<file path="config.mk">
export PLATFORM = sky130hd
export DESIGN_NAME = ripple_prob_counter
export DESIGN_NICKNAME = d
export VERILOG_FILES = /design/src/rtl/rpc_pkg.sv /design/src/rtl/rpc_sync.sv /design/src/rtl/rpc_counter.sv /design/src/rtl/rpc_ctrl.sv /design/src/rtl/ripple_prob_counter.sv
export SDC_FILE = /design/constraint.sdc
export NUM_CORES = 1
export LEC_CHECK = 0
export ABC_AREA = 1
export CAP_MARGIN = 20
export CORE_AREA = 2 2 61 63
export DETAILED_ROUTE_END_ITERATION = 10
export DIE_AREA = 0 0 63 65
export DONT_BUFFER_PORTS = 1
export GPL_ROUTABILITY_DRIVEN = 1
export GPL_TIMING_DRIVEN = 0
export PLACE_DENSITY = 0.67
export SYNTH_ARGS = -nofsm -noshare
export SYNTH_HDL_FRONTEND = slang
export SYNTH_SLANG_ARGS = --single-unit
</file>
<file path="constraint.sdc">
create_clock -name clk_i -period 2 [get_ports clk_i]
set_input_delay 0.2 -clock clk_i [delete_from_list [all_inputs] [get_ports clk_i]]
set_output_delay 0.2 -clock clk_i [all_outputs]
set_load 0.05 [all_outputs]
</file>
<file path="src/rtl/rpc_pkg.sv">
package rpc_pkg;
  typedef enum logic [1:0] {
    ST_IDLE = 2'd0,
    ST_RUN  = 2'd1,
    ST_DONE = 2'd2
  } rpc_state_e;
endpackage

</file>
<file path="src/rtl/rpc_sync.sv">
module rpc_sync #(
  parameter int STAGES = 2
) (
  input  logic clk_i,
  input  logic rst_ni,
  input  logic d_i,
  output logic q_o
);
  logic [STAGES-1:0] pipe_q;

  generate
    if (STAGES == 1) begin : g_one
      always_ff @(posedge clk_i or negedge rst_ni)
        if (!rst_ni) pipe_q <= '0;
        else         pipe_q <= d_i;
    end else begin : g_many
      always_ff @(posedge clk_i or negedge rst_ni)
        if (!rst_ni) pipe_q <= '0;
        else         pipe_q <= {pipe_q[STAGES-2:0], d_i};
    end
  endgenerate

  assign q_o = pipe_q[STAGES-1];
endmodule

</file>
<file path="src/rtl/rpc_counter.sv">
module rpc_counter #(
  parameter int W = 15
) (
  input  logic         clk_i,
  input  logic         rst_ni,
  input  logic         clr_i,
  input  logic         inc_i,
  output logic [W-1:0] q_o
);
  always_ff @(posedge clk_i or negedge rst_ni)
    if (!rst_ni)    q_o <= '0;
    else if (clr_i) q_o <= '0;
    else if (inc_i) q_o <= q_o + W'(1);
endmodule

</file>
<file path="src/rtl/rpc_ctrl.sv">
module rpc_ctrl
  import rpc_pkg::*;
(
  input  logic clk_i,
  input  logic rst_ni,
  input  logic clear_i,
  input  logic start_i,
  input  logic last_i,
  output logic run_o,
  output logic done_o
);
  rpc_state_e state_q, state_d;

  always_comb begin
    state_d = state_q;
    if (clear_i) state_d = ST_IDLE;  // clear beats start
    else begin
      unique case (state_q)
        ST_IDLE: if (start_i) state_d = ST_RUN;
        ST_RUN:  if (last_i)  state_d = ST_DONE;
        default: state_d = state_q;
      endcase
    end
  end

  always_ff @(posedge clk_i or negedge rst_ni)
    if (!rst_ni) state_q <= ST_IDLE;
    else         state_q <= state_d;

  assign run_o  = (state_q == ST_RUN);
  assign done_o = (state_q == ST_DONE);
endmodule

</file>
<file path="src/rtl/ripple_prob_counter.sv">
module ripple_prob_counter #(
  parameter int CNT_W       = 15,
  parameter int SYNC_STAGES = 2
) (
  input  logic             clk_i,
  input  logic             rst_ni,
  input  logic             clear_i,
  input  logic             start_i,
  input  logic             cmp_below_i,
  output logic             done_o,
  output logic [CNT_W-1:0] hit_count_o,
  output logic [CNT_W-1:0] ref_count_o
);
  localparam logic [CNT_W-1:0] LAST_REF = {{(CNT_W-1){1'b1}}, 1'b0};

  logic cmp_s, run, last;

  rpc_sync #(.STAGES(SYNC_STAGES)) u_sync (
    .clk_i(clk_i), .rst_ni(rst_ni), .d_i(cmp_below_i), .q_o(cmp_s)
  );

  assign last = (ref_count_o == LAST_REF);

  rpc_ctrl u_ctrl (
    .clk_i(clk_i), .rst_ni(rst_ni), .clear_i(clear_i), .start_i(start_i),
    .last_i(last), .run_o(run), .done_o(done_o)
  );

  rpc_counter #(.W(CNT_W)) u_ref_cnt (
    .clk_i(clk_i), .rst_ni(rst_ni), .clr_i(clear_i), .inc_i(run),
    .q_o(ref_count_o)
  );

  rpc_counter #(.W(CNT_W)) u_hit_cnt (
    .clk_i(clk_i), .rst_ni(rst_ni), .clr_i(clear_i), .inc_i(run & cmp_s),
    .q_o(hit_count_o)
  );
endmodule

</file>
Word-level counts from Yosys, hierarchy flattened

Index checks and enable logic that the tools add are counted.

Add/sub/neg operators: 2
Reduce and logical (&&, ||, !) cells: 5
Bitwise gates (word level): 1
Muxes and demuxes: 8
Equal/unequal tests: 5

Operator list:

| operator                | count |
|---|---|
| $mux W15                | 4 |
| $add A15 B1 Y15 const B | 2 |
| $eq A15 B15 Y1 const B  | 1 |
| $mux W2                 | 3 |
| $pmux W2 S2             | 1 |
| $reduce_bool A2 Y1      | 2 |
| $ne A3 B2 Y1 const B    | 1 |
| $ne A3 B3 Y1 const B    | 1 |
| $reduce_and A3 Y1       | 1 |
| $reduce_bool A3 Y1      | 1 |
| $eq A2 B1 Y1 const B    | 1 |
| $eq A2 B2 Y1 const B    | 1 |
| $logic_not A2 Y1        | 1 |
| $and A1 B1 Y1           | 1 |

Logic and storage cells: 25
Output and inout bits: 31
Input bits: 5
Register bits: 34

Logic depth before layout (Yosys ltp)

Gate-level depths: netlist of run 1.

Word-level depth: 4
Gate-level depth with buffers: 9
Depth with buffers taken out: 9

Hierarchy

Synthesis of run 1 repeated with hierarchy kept, for this count alone.

Cells, all modules: 261
Area total of the unflattened synthesis: 1981.9 um^2

By module, submodules not included:

| module              | cells an instance | times used | area each (um^2) | seq. area each (um^2) |
|---|---|---|---|---|
| rpc_counter         | 114               | 2          | 882.1            | 375.4 |
| rpc_ctrl            | 13                | 1          | 100.1            | 50.0 |
| ripple_prob_counter | 18                | 1          | 67.6             | 0.0 |
| rpc_sync            | 2                 | 1          | 50.0             | 50.0 |

Least setup slack after synthesis of run 1

Ideal clock, no wire load.

Kind: reg-to-reg
From: register u_hit_cnt.q_o[1]
To: register u_hit_cnt.q_o[8]
Library setup time: 122 ps
Slack: 348 ps
Stages on the path, launching flop included: 7
Data required time: 1878 ps
Arrival: 1530 ps
Clock period less this slack: 1652 ps
Path buffers: 0
Cell sequence: dfrtp_1 -> ha_1 -> nand2_1 -> nor2_1 -> nand2_1 -> nor3_1 -> nor2_1

Cells in the longest elaborated chain, start to end: 3

RTL lines:

| what                     | line              | RTL |
|---|---|---|
| start: declaration       | rpc_counter.sv:8  | `output logic [W-1:0] q_o` |
| start signal: assignment | rpc_counter.sv:13 | `else if (inc_i) q_o <= q_o + W'(1);` |
| $add A15 B1 Y15          | rpc_counter.sv:13 |  |
| $mux W15                 | rpc_counter.sv:13 |  |
| $mux W15                 | rpc_counter.sv:12 | `else if (clr_i) q_o <= '0;` |

Every way passes these cells. The select of a mux whose other input is x is not followed.
A chain may end at the register's enable or synchronous reset.

Worst setup path after layout of run 1

From: register u_ref_cnt.q_o[0]
To: register u_ref_cnt.q_o[12]

Cells in the longest elaborated chain, start to end: 3

RTL lines:

| what                     | line |
|---|---|
| start: declaration       | rpc_counter.sv:8 |
| start signal: assignment | rpc_counter.sv:13 |
| $add A15 B1 Y15          | rpc_counter.sv:13 |
| $mux W15                 | rpc_counter.sv:13 |
| $mux W15                 | rpc_counter.sv:12 |

Every way passes these cells. The select of a mux whose other input is x is not followed.

==> metrics.cfg, run 1 <==
[status]
status = finished clean

[clock_network]
cts_root_buffer = clkbuf_4
postCtsSetupRepairBufs = 0
cts-buffers-inserted = 5
cts_sinks = 34
cts_tree = yes
htree_levels = 2
clk_pin_slew_ns = 0.10
insertion_delay_ns = 0.33
cts_buffer_depth = 2

[finish]
num_antenna_cells = 0
area_growth_pct = 9.43
layout-drive-gt1-share = 0.0789
fillers = 336
final_common_cell = nand2_1
layout_common_cells = 69 x nand2_1, 47 x nor2_1, 32 x inv_1, 32 x dfrtp_1, 19 x nand3_1
final_nets = 275
multi_input_area_sq_um = 857
seqCellArea_sq_um = 853

[synthesis]
synth-compound-area-share = 0.0868
ys_ff_latch = 34
syn-num-nets = 263
synth_mux_area_frac = 0
yosys.area_share.xor_xnor = 0
syn_inst = 255
yosys.area_share.simple = 0.358
netlist_area_sq_um = 1840
seq_area_frac_synth = 0.461
ys_warn_count = 0
ys_types = 22
synth_top_family_by_area = simple AND/OR/NAND/NOR gates
avgSynthCellArea_sq_um = 7.23
synth-adder-area-share = 0.0204

[critical_path]
worst-endpoint-arrival_ns = 2.02
crit_fanout = 5
end_kind = flop
critPathLaunchType = flop
startpoint = u_ref_cnt.q_o[0]
r2r-start = u_ref_cnt.q_o[0]
critical_path_required_ns = 2.23
worst-setup-path-type = flop to flop

[power]
p_leak_nw = 0.961
ir_worst_vdd_mv = 0.449
total_power_mw = 1.31
powerDensity_nw_per_um2 = 649

[route]
drc_errors = 0
detailroute.via_count = 1591
drt_iter0_markers = 124
routedWlPerCell_um = 12.4
first_pass_iters = 4
ant_nets = 0
viasPerCell = 5.07
drt_wl_total_um = 3890

[global_routing]
grtUsageTotal = 0.217
antenna_found_initial = 0
grt_pass1_vias = 1614
grt_first_pass_wirelength_um = 6910
overflow = 0
grt_start_max_net_pins = 35

[sta]
tightest_slew_ns = 0.875
fin_ws_ns = 0.214
max_freq_mhz = 560
whs_ns = 0.0542
min_period_ns = 1.79
tns_ns = 0
hold_violations = 0
timing.slew.headroom = 0.414
fin_skew_ns = 0.00536
setup_viol = 0
rsz0062_at_grt = false
slew_violations = 0
post-route-period-util = 0.893

[die]
initial_core_util = 0.528
die_h_um = 65
die_area_sq_um = 4100
rows = 22
io_pins = 36
fp.dieW_um = 63
core_area_sq_um = 3500

[flow_run]
maxCapViolations = 0

[hold_path]
hold_start = clear_i
hold_path_class = input port to flop

[placed_design]
io_buffer_count = 0
dp.final_hpwl_um = 2780
gp_congestion = 0.810
place_ws_ns = 0.118

layout make-up:
cell class,instances,share of cell area
inverters,34,0.0632
plain buffers,2,0.00434
multi-input cells,185,0.425
clock buffers,6,0.0254
well taps,48,0.0298
flip-flops and latches,34,0.423
repair buffers,5,0.0298
stage by stage:
step                       util  std cells  instance area, sq um
final                     0.577        314                  2020
after floorplan               -        255                  1840
after global placement    0.545        303                  1900
after global routing      0.577        314                  2020
after CTS                 0.577        314                  2020
after detailed placement  0.545        303                  1900
critical path, stage by stage, from the launching register on:
cell     delay, ns
dfrtp_1       0.72
ha_1          0.27
nand3_1       0.13
nor2_2        0.21
nand2_2       0.11
nor3b_1       0.18
nor2_1        0.07
cells by family after synthesis:
logic type	after synthesis
AOI/OAI and AO/OA	30
adders and majority gates	3
buffers and inverters	36
DFF	34
and+or+nand+nor	152
metal layers:
metal,GRT usage,routed length (um)
met5,0,0
met4,0.103,93
met3,0.0712,229
met2,0.370,1860
met1,0.247,1710
sequential cells by signal, summed over array words and instances, names as in the netlist:
| name | cells |
|---|---|
| u_sync.pipe_q | 2 |
| u_ref_cnt.q_o | 15 |
| u_ctrl.state_q | 2 |
| u_hit_cnt.q_o | 15 |
cells in the mapped netlist:
| cell | count | area share |
|---|---|---|
| o31ai_1 | 1 | 0.0041 |
| inv_2 | 2 | 0.0041 |
| nor3_1 | 3 | 0.0081 |
| nor3b_1 | 1 | 0.0041 |
| nand4_1 | 4 | 0.014 |
| ha_1 | 3 | 0.020 |
| nand2_4 | 1 | 0.0061 |
| nand2_2 | 2 | 0.0068 |
| inv_1 | 32 | 0.065 |
| a21oi_1 | 14 | 0.038 |
| nor2_2 | 2 | 0.0068 |
| o21bai_1 | 1 | 0.0041 |
| a21o_1 | 1 | 0.0041 |
| clkbuf_1 | 1 | 0.0020 |
| nand2_1 | 69 | 0.14 |
| a211oi_1 | 1 | 0.0041 |
| nor2_4 | 4 | 0.024 |
| dfrtp_1 | 34 | 0.46 |
| nand3_1 | 19 | 0.052 |
| nor2_1 | 47 | 0.096 |
| buf_2 | 1 | 0.0027 |
| o21ai_0 | 12 | 0.033 |
report_power, final:
group / switching [mW] / internal (mW) / total (mW)
Sequential: 0.0689 / 0.709 / 0.777
Combinational: 0.109 / 0.0427 / 0.152
Clock: 0.223 / 0.158 / 0.381
worst paths after layout:
path / endpoint / slack (ns) / cells after the start
min: u_ctrl.state_q[1] / 0.05 / 3
min reg2reg: u_sync.pipe_q[1] / 0.36 / 0
max reg2reg: u_ref_cnt.q_o[12] / 0.21 / 6
max: u_ref_cnt.q_o[12] / 0.21 / 6
max in group asynchronous: u_hit_cnt.q_o[1] / 1.50 / 2
min in group asynchronous: u_ctrl.state_q[0] / 0.30 / 2
timing repair:
action | CTS | global route
hold buffers | 5 | 0
endpoints found under the setup margin | 0 | 2
endpoints found under the hold margin | 39 | 0
gates resized for setup | 0 | 2
Note: power is estimated with default switching activity, not from simulation.
==> run 2, diff against run 1 <==
Settings changed: MAX_ROUTING_LAYER set to met4.
==> run 2 against run 1 <==
  * Clock-buffer cell count stayed put
  * Fmax hardly changed
  * Highest routed layer unchanged
  * Sequential cell count stayed put
  * Wire length is 0.26% higher
  * First-iteration DRC count is 8.9% higher
  * Register-to-register slack hardly changed
  * Final cell count stayed put
  * Via count is 0.19% lower
  * Non-clock buffer count stayed put
==> metrics.cfg, run 2 (synthesis gave the netlist of run 1 again) <==
[sta]
hold_violations = 0  ; unchanged
setup_viol = 0  ; unchanged
whs_ns = 0.0566  ; +0.00239 ns
tns_ns = 0  ; unchanged
slew_violations = 0  ; unchanged
rsz0062_at_grt = false
fin_skew_ns = 0.00526  ; -0.0000960 ns
tightest_slew_ns = 0.875  ; +0.000000417 ns
min_period_ns = 1.79  ; +0.00127 ns
timing.slew.headroom = 0.414  ; about the same
post-route-period-util = 0.894  ; about the same
fin_ws_ns = 0.212  ; -0.00127 ns
max_freq_mhz = 559  ; about the same

[finish]
postLayoutCoreUtil = 0.577  ; unchanged
layout-drive-gt1-share = 0.0789  ; unchanged
area_growth_pct = 9.43  ; unchanged
fillers = 336  ; unchanged
layout_common_cells = 69 x nand2_1, 47 x nor2_1, 32 x inv_1, 32 x dfrtp_1, 19 x nand3_1
final_nets = 275  ; unchanged
final_common_cell = nand2_1
num_antenna_cells = 0  ; unchanged
stdcell_count = 314  ; unchanged
reg_top3 = u_hit_cnt.q_o (15), u_ref_cnt.q_o (15)
final_area_sq_um = 2020  ; unchanged

[hold_path]
hold_path_class = input port to flop
hold_start = clear_i

[critical_path]
critical_path_required_ns = 2.23  ; about the same
r2r-start = u_ref_cnt.q_o[0]
max_stage_delay_ns = 0.72  ; about the same
end_kind = flop
critPathLaunchType = flop
crit_slowest_cell = dfrtp_1
crit_chain = ha_1 > nand3_1 > nor2_2 > nand2_2 > nor3b_1 > nor2_1
worst-setup-path-type = flop to flop
crit_fanout = 5  ; unchanged
worst-endpoint-arrival_ns = 2.02  ; about the same
startpoint = u_ref_cnt.q_o[0]

[route]
viasPerCell = 5.06  ; -0.19%
routedWlPerCell_um = 12.4  ; +0.26%
ant_nets = 0  ; unchanged
drt_iter0_markers = 135  ; +8.9%
drc_errors = 0  ; unchanged
detailroute.via_count = 1588  ; -0.19%
drt_wl_total_um = 3900  ; +0.26%
first_pass_iters = 4  ; unchanged

[clock_network]
cts_buffer_depth = 2  ; unchanged
cts_root_buffer = clkbuf_4
insertion_delay_ns = 0.34  ; about the same
postCtsSetupRepairBufs = 0  ; unchanged
cts_tree = yes
htree_levels = 2  ; unchanged
clk_pin_slew_ns = 0.10  ; about the same
cts_sinks = 34  ; unchanged
cts-buffers-inserted = 5  ; unchanged

[placed_design]
place_ws_ns = 0.118  ; unchanged
dp.cells = 303  ; unchanged
dp.final_hpwl_um = 2780  ; unchanged
placed_area_sq_um = 1900  ; unchanged
gp_congestion = 0.822  ; +1.5%
io_buffer_count = 0  ; unchanged

[power]
ir_worst_vdd_mv = 0.449  ; about the same
powerDensity_nw_per_um2 = 650  ; about the same
p_leak_nw = 0.961  ; unchanged
total_power_mw = 1.31  ; about the same

[die]
die_area_sq_um = 4100  ; unchanged
die_h_um = 65  ; unchanged
io_pins = 36  ; unchanged
core_area_sq_um = 3500  ; unchanged
initial_core_util = 0.528  ; unchanged
fp.dieW_um = 63  ; unchanged
rows = 22  ; unchanged

[global_routing]
grt_pass1_vias = 1615  ; +0.062%
grtUsageTotal = 0.223  ; +0.00606
antenna_found_initial = 0  ; unchanged
overflow = 0  ; unchanged
grt_start_max_net_pins = 35  ; unchanged
grt_first_pass_wirelength_um = 6910  ; -0.10%

[status]
status = finished clean

[flow_run]
maxCapViolations = 0  ; unchanged

run 2: cell counts in the layout (fill, tap and decap cells not counted):
No cell type changed its count.
run 2: layout make-up:
class	instances	area, sq um	share of cell area
tap	48	60.1	0.0298
buffer	2	8.76	0.00434
timing repair buffer	5	60.1	0.0298
multi-input combinational	185	857	0.425
clock buffer	6	51.3	0.0254
inverter	34	128	0.0632
sequential	34	853	0.423
run 2: path summary, 6_finish.rpt:
check	endpoint	slack, ns	cells after the start
setup / recovery	u_ref_cnt.q_o[12]	0.21	6
hold / removal	u_ref_cnt.q_o[0]	0.06	3
setup reg to reg	u_ref_cnt.q_o[12]	0.21	6
hold reg to reg	u_sync.pipe_q[1]	0.36	0
max in group asynchronous	u_hit_cnt.q_o[1]	1.50	2
min in group asynchronous	u_ctrl.state_q[0]	0.30	2
run 2: what timing repair did:
action	in CTS	in global routing
gates resized for setup	0	2
endpoints found under the setup margin	0	2
hold buffers	5	0
endpoints found under the hold margin	39	0
run 2: power breakdown:
group          internal, mW  leakage, nW  switching (mW)
Sequential            0.709        0.465          0.0690
Combinational        0.0427        0.466           0.109
Clock                 0.158       0.0302           0.223
Total                 0.910        0.961           0.401
run 2: layer usage:
metal	routed length [um]	vias up	track usage	part of all wire
met3	242	10	0.0712	0.062
li1	-	834	-	-
met1	1710	703	0.247	0.44
met5	0	-	-	0
met4	84	0	0.103	0.022
met2	1870	41	0.370	0.48
run 2: worst max-delay path: cells and delay by family (launching register included):
kind | cells | cell delay (ns)
adders and majority gates | 1 | 0.27
DFF | 1 | 0.72
and+or+nand+nor | 5 | 0.70
